===== src/rtl/gpio_irq_bank.sv =====
module gpio_irq_bank #(
  parameter int NPIN = 8,
  parameter int AW   = 13,
  parameter int DW   = 32
) (
  input  logic            clk,
  input  logic            rst_n,
  input  logic            wr_en,
  input  logic            rd_en,
  input  logic [AW-1:0]   addr,
  input  logic [DW-1:0]   wdata,
  output logic [DW-1:0]   rdata,
  input  logic [NPIN-1:0] pad_in,
  output logic [NPIN-1:0] pad_out,
  output logic [NPIN-1:0] pad_oe,
  output logic            summary_irq
);
  localparam logic [2:0] ROUTE_APP  = 3'd4;
  localparam logic [2:0] ROUTE_NONE = 3'd7;
  localparam int IDX_W = AW - 5;

  logic [NPIN-1:0] sync1, sync2, prev;
  logic [NPIN-1:0][3:0] icfg;
  logic [NPIN-1:0][2:0] route;
  logic [NPIN-1:0] stat_q, pend_q, pin_irq, grp_hit, rt_hit;
  logic [DW-1:0] rd_mux;

  wire grp_sel = addr[AW-1];
  wire [IDX_W-1:0] grp_idx = addr[AW-2:4];
  wire [1:0] reg_sel = addr[3:2];
  wire rt_sel = (addr[AW-1:10] == 'd1);
  wire [7:0] rt_idx = addr[9:2];

  always_ff @(posedge clk or negedge rst_n)
    if (!rst_n) begin
      sync1 <= '0; sync2 <= '0; prev <= '0;
    end else begin
      sync1 <= pad_in; sync2 <= sync1; prev <= sync2;
    end

  for (genvar i = 0; i < NPIN; i++) begin : g_pin
    assign grp_hit[i] = grp_sel && (grp_idx == IDX_W'(i));
    assign rt_hit[i]  = rt_sel && (rt_idx == 8'(i));

    wire pol      = icfg[i][1];
    wire edge_md  = icfg[i][2];
    wire edge_evt = pol ? (sync2[i] & ~prev[i]) : (~sync2[i] & prev[i]);
    wire lvl_act  = pol ? sync2[i] : ~sync2[i];
    wire evt      = edge_md ? edge_evt : lvl_act;
    wire clr      = wr_en && grp_hit[i] && reg_sel == 2'd3 && wdata[0];

    assign pin_irq[i] = icfg[i][0] & (edge_md ? pend_q[i] : lvl_act);

    always_ff @(posedge clk or negedge rst_n)
      if (!rst_n) begin
        pad_oe[i]  <= 1'b0;
        pad_out[i] <= 1'b0;
        icfg[i]    <= '0;
        route[i]   <= ROUTE_NONE;
        stat_q[i]  <= 1'b0;
        pend_q[i]  <= 1'b0;
      end else begin
        if (wr_en && grp_hit[i]) begin
          if (reg_sel == 2'd0) pad_oe[i]  <= wdata[9];
          if (reg_sel == 2'd1) pad_out[i] <= wdata[1];
          if (reg_sel == 2'd2) icfg[i]    <= wdata[3:0];
        end
        if (wr_en && rt_hit[i]) route[i] <= wdata[2:0];
        stat_q[i] <= (stat_q[i] & ~clr) | (evt & icfg[i][3]);
        pend_q[i] <= (pend_q[i] & ~clr) | (edge_md & edge_evt & icfg[i][0]);
      end
  end

  always_comb begin
    rd_mux = '0;
    summary_irq = 1'b0;
    for (int i = 0; i < NPIN; i++) begin
      if (route[i] == ROUTE_APP) summary_irq = summary_irq | pin_irq[i];
      if (grp_hit[i]) begin
        case (reg_sel)
          2'd0: rd_mux[9]   = pad_oe[i];
          2'd1: rd_mux[1:0] = {pad_out[i], sync2[i]};
          2'd2: rd_mux[3:0] = icfg[i];
          default: rd_mux[0] = stat_q[i];
        endcase
      end
      if (rt_hit[i]) rd_mux[2:0] = route[i];
    end
  end

  always_ff @(posedge clk or negedge rst_n)
    if (!rst_n) rdata <= '0;
    else if (rd_en) rdata <= rd_mux;
endmodule


===== config.mk =====
export PLATFORM = sky130hd
export DESIGN_NAME = gpio_irq_bank
export DESIGN_NICKNAME = d
export VERILOG_FILES = /design/src/rtl/gpio_irq_bank.sv
export SDC_FILE = /design/constraint.sdc
export NUM_CORES = 1
export LEC_CHECK = 0
export BUFFER_PORTS_ARGS = -buffer_cell sky130_fd_sc_hd__buf_4
export CORE_MARGIN = 2
export CORE_UTILIZATION = 45
export DETAILED_ROUTE_END_ITERATION = 10
export PLACE_DENSITY = 0.66
export SLEW_MARGIN = 5
export SYNTH_ARGS = -nofsm -noshare
export SYNTH_HDL_FRONTEND = slang
export SYNTH_SLANG_ARGS = --single-unit

===== constraint.sdc =====
create_clock -name clk -period 2.3 [get_ports clk]
set_input_delay 0.46 -clock clk [delete_from_list [all_inputs] [get_ports clk]]
set_output_delay 0.46 -clock clk [all_outputs]
set_load 0.01 [all_outputs]

# --- Word-level counts from Yosys, hierarchy flattened ---
# Index checks and enable logic that the tools add are counted.
classes:
  multipliers: 0
  n_addsub: 0
  eq_ne: 26
  n_reduce_logical: 75
  div_mod_pow: 0
  order_cmp: 0
  n_shift: 0
  bitwise_logic: 111
  mux: 96
ops:
  columns: ["cell", "count"]
  rows:
  - ["bitwise AND 1 bit", 64]
  - ["equality test 8 x 3 -> 1 bit (second input constant)", 8]
  - ["two-way mux 1 bit", 56]
  - ["logical AND 1 bit", 48]
  - ["AND reduction 2 bit", 24]
  - ["equality test 8 x 2 -> 1 bit (second input constant)", 4]
  - ["two-way mux 4 bit", 8]
  - ["equality test 3 bit (second input constant)", 8]
  - ["two-way mux 3 bit", 8]
  - ["NOT 1 bit", 24]
  - ["case mux 1 bit (3 select lines)", 8]
  - ["OR 1 bit", 23]
  - ["equality test 8 x 1 -> 1 bit (second input constant)", 2]
  - ["logical NOT 8 bit", 2]
  - ["two-way mux 2 bit", 8]
  - ["case mux 1 bit (2 select lines)", 8]
  - ["equality test 2 bit (second input constant)", 2]
  - ["equality test 3 x 1 -> 1 bit (second input constant)", 1]
  - ["equality test 2 x 1 -> 1 bit (second input constant)", 1]
  - ["logical NOT 2 bit", 1]
totals:
  wordCells: 360
  mem_bits_ro: 0
  mem_count: 0
  ff_bits: 117
  input_bits: 57
  ram_bits: 0
  latchBits: 0
  output_inout_bits: 49

# --- Logic depth before layout (Yosys ltp) ---
# Gate-level depths: netlist of the first run.
logic_depth:
  ltp_word: 25
  ltp_mapped: 10
  mapped_depth_nobuf: 9

# --- Worst setup path after synthesis of the first run ---
# Ideal clock, no wire load.
synth_timing:
  path_kind: "input -> register"
  startpoint: "input addr[6]"
  endpoint: "register rdata[1]"
  cell_stages: 8
  setup_time_ps: 131
  n_path_buf: 1
  path_slack_ps: 81
  arrival_time_ps: 2088
  required_time_ps: 2169
  cell_sequence: "or4_4 > buf_6 > nor3_4 > nand2_1 > o2111ai_2 > o221a_1 > and3_1 > o32ai_2"
synth_via:
  elab_chain_cells: 25
  word_cells_on_any_way: 55
  classes_between: "14 x eq/ne; 23 x mux; 18 x reduce/logical"
synth_rtl:
  columns: ["item", "line_no", "text"]
  rows:
  - ["from (decl)", "10", "input logic [AW-1:0] addr,"]
  - ["logical NOT 8 bit", "42", "assign grp_hit[i] = grp_sel && (grp_idx == IDX_W'(i));"]
  - ["logical AND 1 bit", "42", null]
  - ["two-way mux 4 bit", "79", "if (grp_hit[i]) begin"]
  - ["two-way mux 3 bit", "87", "if (rt_hit[i]) rd_mux[2:0] = route[i];"]
  - ["case mux 1 bit (2 select lines)", "80", "case (reg_sel)"]
  - ["two-way mux 4 bit", "79", null]
  - ["two-way mux 3 bit", "87", null]
  - ["case mux 1 bit (2 select lines)", "80", null]
  - ["[... 9 more ...]", null, null]
  - ["two-way mux 4 bit", "79", null]
  - ["two-way mux 3 bit", "87", null]
  - ["case mux 1 bit (2 select lines)", "80", null]
  - ["two-way mux 4 bit", "79", null]
  - ["two-way mux 3 bit", "87", null]
  - ["case mux 1 bit (2 select lines)", "80", null]
  - ["two-way mux 4 bit", "79", null]
  - ["two-way mux 3 bit *", "87", null]
  - ["to (signal assigned)", "93", "else if (rd_en) rdata <= rd_mux;"]
  - ["to (decl)", "12", "output logic [DW-1:0] rdata,"]
# Mark *: on every way between the ends. The rest lies on a longest branch, timed or not.
# A chain may end at the register's enable or synchronous reset.

# --- Worst setup path in the final report of the first run ---
layout_timing:
  startpoint: "register sync2[5]"
  endpoint: "output summary_irq"
layout_via:
  elab_chain_cells: 10
layout_rtl:
  columns: ["item", "line_no", "text"]
  rows:
  - ["from (decl)", "22", "logic [NPIN-1:0] sync1, sync2, prev;"]
  - ["from (signal assigned)", "38", "sync1 <= pad_in; sync2 <= sync1; prev <= sync2;"]
  - ["NOT 1 bit", "48", "wire lvl_act = pol ? sync2[i] : ~sync2[i];"]
  - ["two-way mux 1 bit *", "48", null]
  - ["two-way mux 1 bit *", "52", "assign pin_irq[i] = icfg[i][0] & (edge_md ? pend_q[i] : lvl_act);"]
  - ["bitwise AND 1 bit *", "52", null]
  - ["OR 1 bit *", "78", "if (route[i] == ROUTE_APP) summary_irq = summary_irq | pin_irq[i];"]
  - ["two-way mux 1 bit *", "78", null]
  - ["OR 1 bit", "78", null]
  - ["two-way mux 1 bit *", "78", null]
  - ["OR 1 bit", "78", null]
  - ["two-way mux 1 bit *", "78", null]
  - ["to (decl)", "16", "output logic summary_irq"]
# Marked as above.

==> results.yml, run 1 <==
synthesis:
  synth_edf_count: 0
  cell_taking_the_most_area_after_synthesis: "sky130_fd_sc_hd__dfrtp_1"
  netlist_instances: 574
  synth_ff_type: "sky130_fd_sc_hd__dfrtp_1"
  synth.area.top_cells: "sky130_fd_sc_hd__dfrtp_1 (38%), sky130_fd_sc_hd__mux2_2 (13%), sky130_fd_sc_hd__dfstp_2 (10%), sky130_fd_sc_hd__nand2_1 (4.5%), sky130_fd_sc_hd__buf_4 (3.4%)"
  yosys.cell_types.count: 64
  syn-cell-area_sq_mm: 0.00613
  asyncSetResetFlopFracSynth: 1.00
  synth_seq_cells: 117
  syn_area_per_cell_sq_um: 10.7
  yosysSeqAreaShare: 0.482
  synth_top_cell_area_share: 0.379
  synth-warning-count: 0
sta:
  fin_clk_skew_ns: 0.00446
  drv_slew: 0
  timing.final.hold_violations: 0
  fin_worst_hold_slack_ns: 0.142
  layout_setup_ws_ns: -0.0662
  maxClockFrequency_mhz: 423
  finalWorstPathRequiredPeriod_ns: 2.37
  setup_viol: 1
  finalCritPeriodShare: 1.03
  grt_setup_unrepaired: "yes"
critical_path:
  crit-reg2reg-launch: "sync2[1]"
  cp_slowest_stage_delay_ns: 0.39
  number_of_cell_instances_on_the_worst_register_to_register_path: 8
  cp-startpoint: "sync2[5]"
  cp_data_required_time_ns: 1.84
  crit_end: "summary_irq"
  timing.critical_path.fanout_max: 2
  r2r_end: "rdata[0]"
  worst_setup_path_start_kind: "flop"
  path_cells: "or2_4, a21oi_2, a21oi_1, nor4_2, nor2_1, nand3_2, buf_6"
  crit_path_end_kind: "output pin"
  critPathArrivalTime_ns: 1.91
  timing_worst_setup_path_type: "reg -> out"
  r2r_setup_slack_ns: 0.23
  timing.critical_path.slowest_stage_cell: "sky130_fd_sc_hd__dfrtp_1"
layout:
  synthToLayoutAreaGrowth_pct: 27.3
  final_layout_size_suffix_gt1_frac: 0.429
  most-common-layout-cells: "sky130_fd_sc_hd__buf_4 (119), sky130_fd_sc_hd__dfrtp_1 (92), sky130_fd_sc_hd__mux2_2 (72)"
  nNetsFinal: 750
  number_of_diodes: 0
  final_cell_count_no_fill: 877
  fillerInstances: 1113
  final_core_util: 0.587
  layout.cells.most_common: "sky130_fd_sc_hd__buf_4"
placed_design:
  dpl.hpwl_um: 12300
  finalWeightedCongestion: 0.924
  worst_setup_timing_slack_at_the_placement_stage_ns: -0.211
  placed_cells: 827
  placement.io_buffers: 49
drt:
  post_drt_via_cell_ratio: 5.72
  routed_wire_length_per_instance_um: 19.7
  totalWireLength_um: 17200
  drt_iter0_markers: 484
  drt_pre_antenna_iters: 9
  drc_violation_count_after_routing: 0
  vias: 5015
  route.antenna.remaining_nets: 0
power:
  static-leakage-power_nw: 3.59
  p_per_area_mw_per_mm2: 655
  totalPowerFinal_mw: 5.11
  peakVddDrop_v: 0.000549
global_route:
  grt_overflow_total: 0
  grt_start_max_net_pins: 57
  antenna_found_initial: 0
  grtUsageTotal: 0.255
  grt_first_pass_wirelength_um: 27900
  first_global_vias: 5084
cts:
  worst_setup_hold_path_clk_slew_ns: 0.05
  cts_max_path_buffers: 2
  tritoncts.num_buffers: 17
  cts.sink_count: 117
  cts-htree-levels: 4
  cts.root.buffer_cell: "sky130_fd_sc_hd__clkbuf_16"
  insertion_delay_ns: 0.42
  cts_tree: "yes"
die:
  rows: 42
  core_sq_mm: 0.0133
  start_util: 0.461
  design.die.area_sq_mm: 0.0146
  fp.dieW_um: 121
  die_height_um: 121
  count_of_pins_on_the_block_boundary: 106
status:
  result_of_the_run: "complete, but fails checks"
  failed_checks: "setup timing"
job:
  max_cap_violations: 0
min_path:
  hold_class: "in -> reg"
-- worst max-delay path, delay by kind of cell (launching register included) --
kind                   cells  cell delay, ns
AO/OA/AOI/OAI              2            0.20
buffers and inverters      1            0.11
flip-flops                 1            0.39
AND/OR/NAND/NOR            4            0.78
-- metal layers --
metal | global-route usage | part of all wire
met1 | 0.341 | 0.43
met2 | 0.407 | 0.49
met3 | 0.0585 | 0.064
met4 | 0.0916 | 0.019
met5 | 0 | 0
-- synthesized netlist by cell type, types with 8 or more instances --
library cell / count
sky130_fd_sc_hd__a21oi_1: 35
sky130_fd_sc_hd__a22oi_1: 11
sky130_fd_sc_hd__a32o_1: 9
sky130_fd_sc_hd__buf_4: 28
sky130_fd_sc_hd__clkbuf_1: 19
sky130_fd_sc_hd__dfrtp_1: 93
sky130_fd_sc_hd__dfstp_2: 24
sky130_fd_sc_hd__inv_1: 11
sky130_fd_sc_hd__mux2_2: 72
sky130_fd_sc_hd__nand2_1: 74
sky130_fd_sc_hd__nand3_1: 21
sky130_fd_sc_hd__nor2_1: 19
sky130_fd_sc_hd__nor4_1: 9
sky130_fd_sc_hd__o21ai_0: 20
sky130_fd_sc_hd__or2_2: 8
-- power breakdown --
group | total (mW) | switching (mW) | internal (mW)
Clock | 2.56 | 0.900 | 1.66
Combinational | 0.405 | 0.246 | 0.159
Sequential | 2.15 | 0.0359 | 2.11
Total | 5.11 | 1.18 | 3.93
-- cell type report --
| cell class | count | area (sq um) | share of cell area |
|---|---|---|---|
| Sequential cell | 117 | 2960 | 0.379 |
| Timing Repair Buffer | 123 | 955 | 0.122 |
| Clock buffer | 22 | 474 | 0.0607 |
| Inverter | 11 | 41.3 | 0.00529 |
| Multi-Input combinational cell | 418 | 3050 | 0.391 |
| Clock inverter | 10 | 104 | 0.0133 |
| Tap cell | 176 | 220 | 0.0282 |
-- kinds of logic (layout without fill, tap and decap cells) --
| logic type | Yosys count | in the layout | share of synthesized area |
|---|---|---|---|
| XOR/XNOR | 1 | 1 | 0.00143 |
| AO/OA/AOI/OAI | 131 | 131 | 0.149 |
| AND/OR/NAND/NOR | 174 | 174 | 0.145 |
| flip-flops | 117 | 117 | 0.482 |
| adder cells (fa/ha/maj) | 5 | 5 | 0.0102 |
| other | 1 | 27 | 0.000611 |
| buffers and inverters | 65 | 166 | 0.0598 |
| multiplexers | 80 | 80 | 0.151 |
-- flip-flops by register name (all words and copies together) (netlist names) --
signal and count:
g_pin.pol 8, route 24, pend_q 8, icfg 16
pad_out 8, pad_oe 8, stat_q 8, rdata 5
prev 8, sync1 8, g_pin.edge_md 8, sync2 8
-- through the flow --
| step | setup TNS, ns | area, sq um |
|---|---|---|
| after floorplan | 0 | 6230 |
| after global placement | -1.72 | 6940 |
| after detailed placement | -3.06 | 6940 |
| after CTS | -0.104 | 7750 |
| after global routing | -0.142 | 7810 |
| final | -0.0662 | 7810 |
-- worst min-delay path by stage --
stage                             to  startpoint  depth (start not counted)  slack (ns)
CTS                         sync1[6]   pad_in[6]                          1        0.13
detailed placement          sync2[0]    sync1[0]                          0        0.33
finish                      sync1[6]   pad_in[6]                          1        0.14
floorplan           g_pin[0].edge_md       rst_n                          0        0.16
global placement            sync2[6]    sync1[6]                          0        0.33
global route                sync1[6]   pad_in[6]                          1        0.12
-- what timing repair did --
item / in CTS / in global routing
gates resized for setup: 28 / 7
setup endpoints to repair: 1 / 1
hold buffers: 1 / 0
hold endpoints to repair: 20 / 0
pin swaps: 12 / 5
setup buffers: 14 / 3
Power figures use the tool's default switching activity.
==> run 2: changes to the inputs <==
- clock period: 2.3 -> 2.5 ns (I/O delays scaled with it)
==> run 2 against run 1 <==
Net effect: the flow now finishes without violations; highest routed layer unchanged; register-to-register slack better by 0.12 ns; largest cell class unchanged; critical path type unchanged; largest power group unchanged; clock power is 11% lower; routed wire length is 0.35% higher; hold slack worse by 0.13 ns.
==> results.yml, run 2 (synthesis gave the netlist of run 1 again) <==
cts:
  holdBufCountCts: 0
  cts.root.buffer_cell: "sky130_fd_sc_hd__clkbuf_16"
  cts.sink_count: 117
  worst_setup_hold_path_clk_slew_ns: 0.05
  cts_max_path_buffers: 2
  tritoncts.num_buffers: 17
  cts-htree-levels: 4
  cts_tree: "yes"
  insertion_delay_ns: 0.42
sta:
  setup_viol: 0
  grt_setup_unrepaired: "yes"
  fin_clk_skew_ns: 0.00733
  maxClockFrequency_mhz: 406
  finalCritPeriodShare: 0.984
  drv_slew: 0
  timing.final.hold_violations: 0
  finalWorstPathRequiredPeriod_ns: 2.46
  fin_worst_hold_slack_ns: 0.0113
  layout_setup_ws_ns: 0.0397
global_route:
  grtUsageTotal: 0.247
  gr-max-usage-layer: "met2"
  grt_first_pass_wirelength_um: 27100
  grt_start_max_net_pins: 49
  groute.layer.met2.usage: 0.389
  grt_overflow_total: 0
  global_route.usage.met1: 0.324
  antenna_found_initial: 0
  first_global_vias: 4964
  grtUsageMet3: 0.0632
die:
  die_height_um: 121
  start_util: 0.461
  core_sq_mm: 0.0133
  design.die.area_sq_mm: 0.0146
  fp.dieW_um: 121
  count_of_pins_on_the_block_boundary: 106
  rows: 42
critical_path:
  cp_data_required_time_ns: 2.00
  crit_path_end_kind: "output pin"
  timing.critical_path.fanout_max: 3
  worst_setup_path_start_kind: "flop"
  cp-startpoint: "sync2[2]"
  critPathArrivalTime_ns: 1.96
  crit-reg2reg-launch: "sync2[0]"
  timing_worst_setup_path_type: "reg -> out"
power:
  p_per_area_mw_per_mm2: 608
  totalPowerFinal_mw: 4.61
  peakVddDrop_v: 0.000408
  static-leakage-power_nw: 3.45
drt:
  drt_iter0_markers: 467
  routed_wire_length_per_instance_um: 20.2
  post_drt_via_cell_ratio: 5.85
  drc_violation_count_after_routing: 0
  drt_pre_antenna_iters: 6
  route.antenna.remaining_nets: 0
  totalWireLength_um: 17300
  vias: 5012
layout:
  layout.cells.most_common: "sky130_fd_sc_hd__buf_4"
  final_layout_size_suffix_gt1_frac: 0.402
  largest_register: "route"
  number_of_diodes: 0
  most-common-layout-cells: "sky130_fd_sc_hd__buf_4 (98), sky130_fd_sc_hd__dfrtp_1 (93), sky130_fd_sc_hd__nand2_1 (73)"
  final_cell_area_sq_mm: 0.00759
  synthToLayoutAreaGrowth_pct: 23.7
  nNetsFinal: 730
  fillerInstances: 1119
  final_cell_count_no_fill: 857
  largest_register_ff_count: 24
  largest_registers: "route x24, icfg x16"
placed_design:
  worst_setup_timing_slack_at_the_placement_stage_ns: -0.0963
  finalWeightedCongestion: 0.926
  dpl.hpwl_um: 12400
  placement.io_buffers: 49
  placed_cells: 813
  place_area_sq_mm: 0.00686
status:
  result_of_the_run: "finished clean"
min_path:
  hold_class: "in -> async"
job:
  max_cap_violations: 0
run 2: cell types whose count changed in the layout (fill, tap and decap cells not counted), moves of 3 or more:
cell	delta
sky130_fd_sc_hd__buf_4	-21
sky130_fd_sc_hd__clkinv_4	+4
sky130_fd_sc_hd__a21oi_1	+3
sky130_fd_sc_hd__clkbuf_8	-3
sky130_fd_sc_hd__clkinv_2	-3
sky130_fd_sc_hd__clkinvlp_4	+3
sky130_fd_sc_hd__nor4_1	+3
sky130_fd_sc_hd__or2_2	+3
sky130_fd_sc_hd__or2_4	-3
run 2: worst max-delay path, stage by stage, from the launching register on:
cell                      delay (ns)
sky130_fd_sc_hd__dfrtp_1        0.38
sky130_fd_sc_hd__buf_4          0.16
sky130_fd_sc_hd__nand2_1        0.12
sky130_fd_sc_hd__a21oi_2        0.08
sky130_fd_sc_hd__a21oi_2        0.17
sky130_fd_sc_hd__nor4_2         0.06
sky130_fd_sc_hd__buf_4          0.15
sky130_fd_sc_hd__a21oi_2        0.14
sky130_fd_sc_hd__nand3_1        0.14
sky130_fd_sc_hd__buf_6          0.15
run 2: final cells by class:
| cell class | count | area (sq um) | share of cell area |
|---|---|---|---|
| Tap cell | 176 | 220 | 0.0290 |
| Multi-Input combinational cell | 418 | 2980 | 0.393 |
| Clock inverter | 15 | 134 | 0.0176 |
| Timing Repair Buffer | 103 | 827 | 0.109 |
| Clock buffer | 17 | 425 | 0.0561 |
| Inverter | 11 | 41.3 | 0.00544 |
| Sequential cell | 117 | 2960 | 0.390 |
run 2: metrics by stage:
stage | TNS (ns) | utilization
6_report | 0 | 0.571
5_1_grt | -0.0586 | 0.571
4_1_cts | 0 | 0.564
3_5_place_dp | -0.0963 | 0.516
3_3_place_gp | -0.0892 | 0.516
2_1_floorplan | 0 | -
run 2: what timing repair did:
item,CTS,global route
pin swaps,4,10
endpoints found under the setup margin,1,1
resized for setup,10,9
buffers inserted,4,8
run 2: metal layers:
metal	vias to the layer above	share of wire
li1	2248	-
met1	2507	0.42
met2	215	0.47
met3	42	0.077
met4	0	0.028
met5	-	0
run 2: power breakdown:
part	switching (mW)	leakage, nW	internal (mW)	total [mW]
registers	0.0350	1.47	1.94	1.98
logic	0.221	1.71	0.136	0.357
clock network	0.916	0.269	1.37	2.28
run 2: path summary, 6_finish.rpt:
check                              end  slack [ns]  depth (start not counted)
max in group asynchronous    route[21]        1.80                          2
max reg2reg                   rdata[0]        0.35                          8
min in group clk              sync1[3]        0.18                          1
max                        summary_irq        0.04                          9
min reg2reg                   sync2[4]        0.35                          0
min                           sync1[0]        0.01                          1
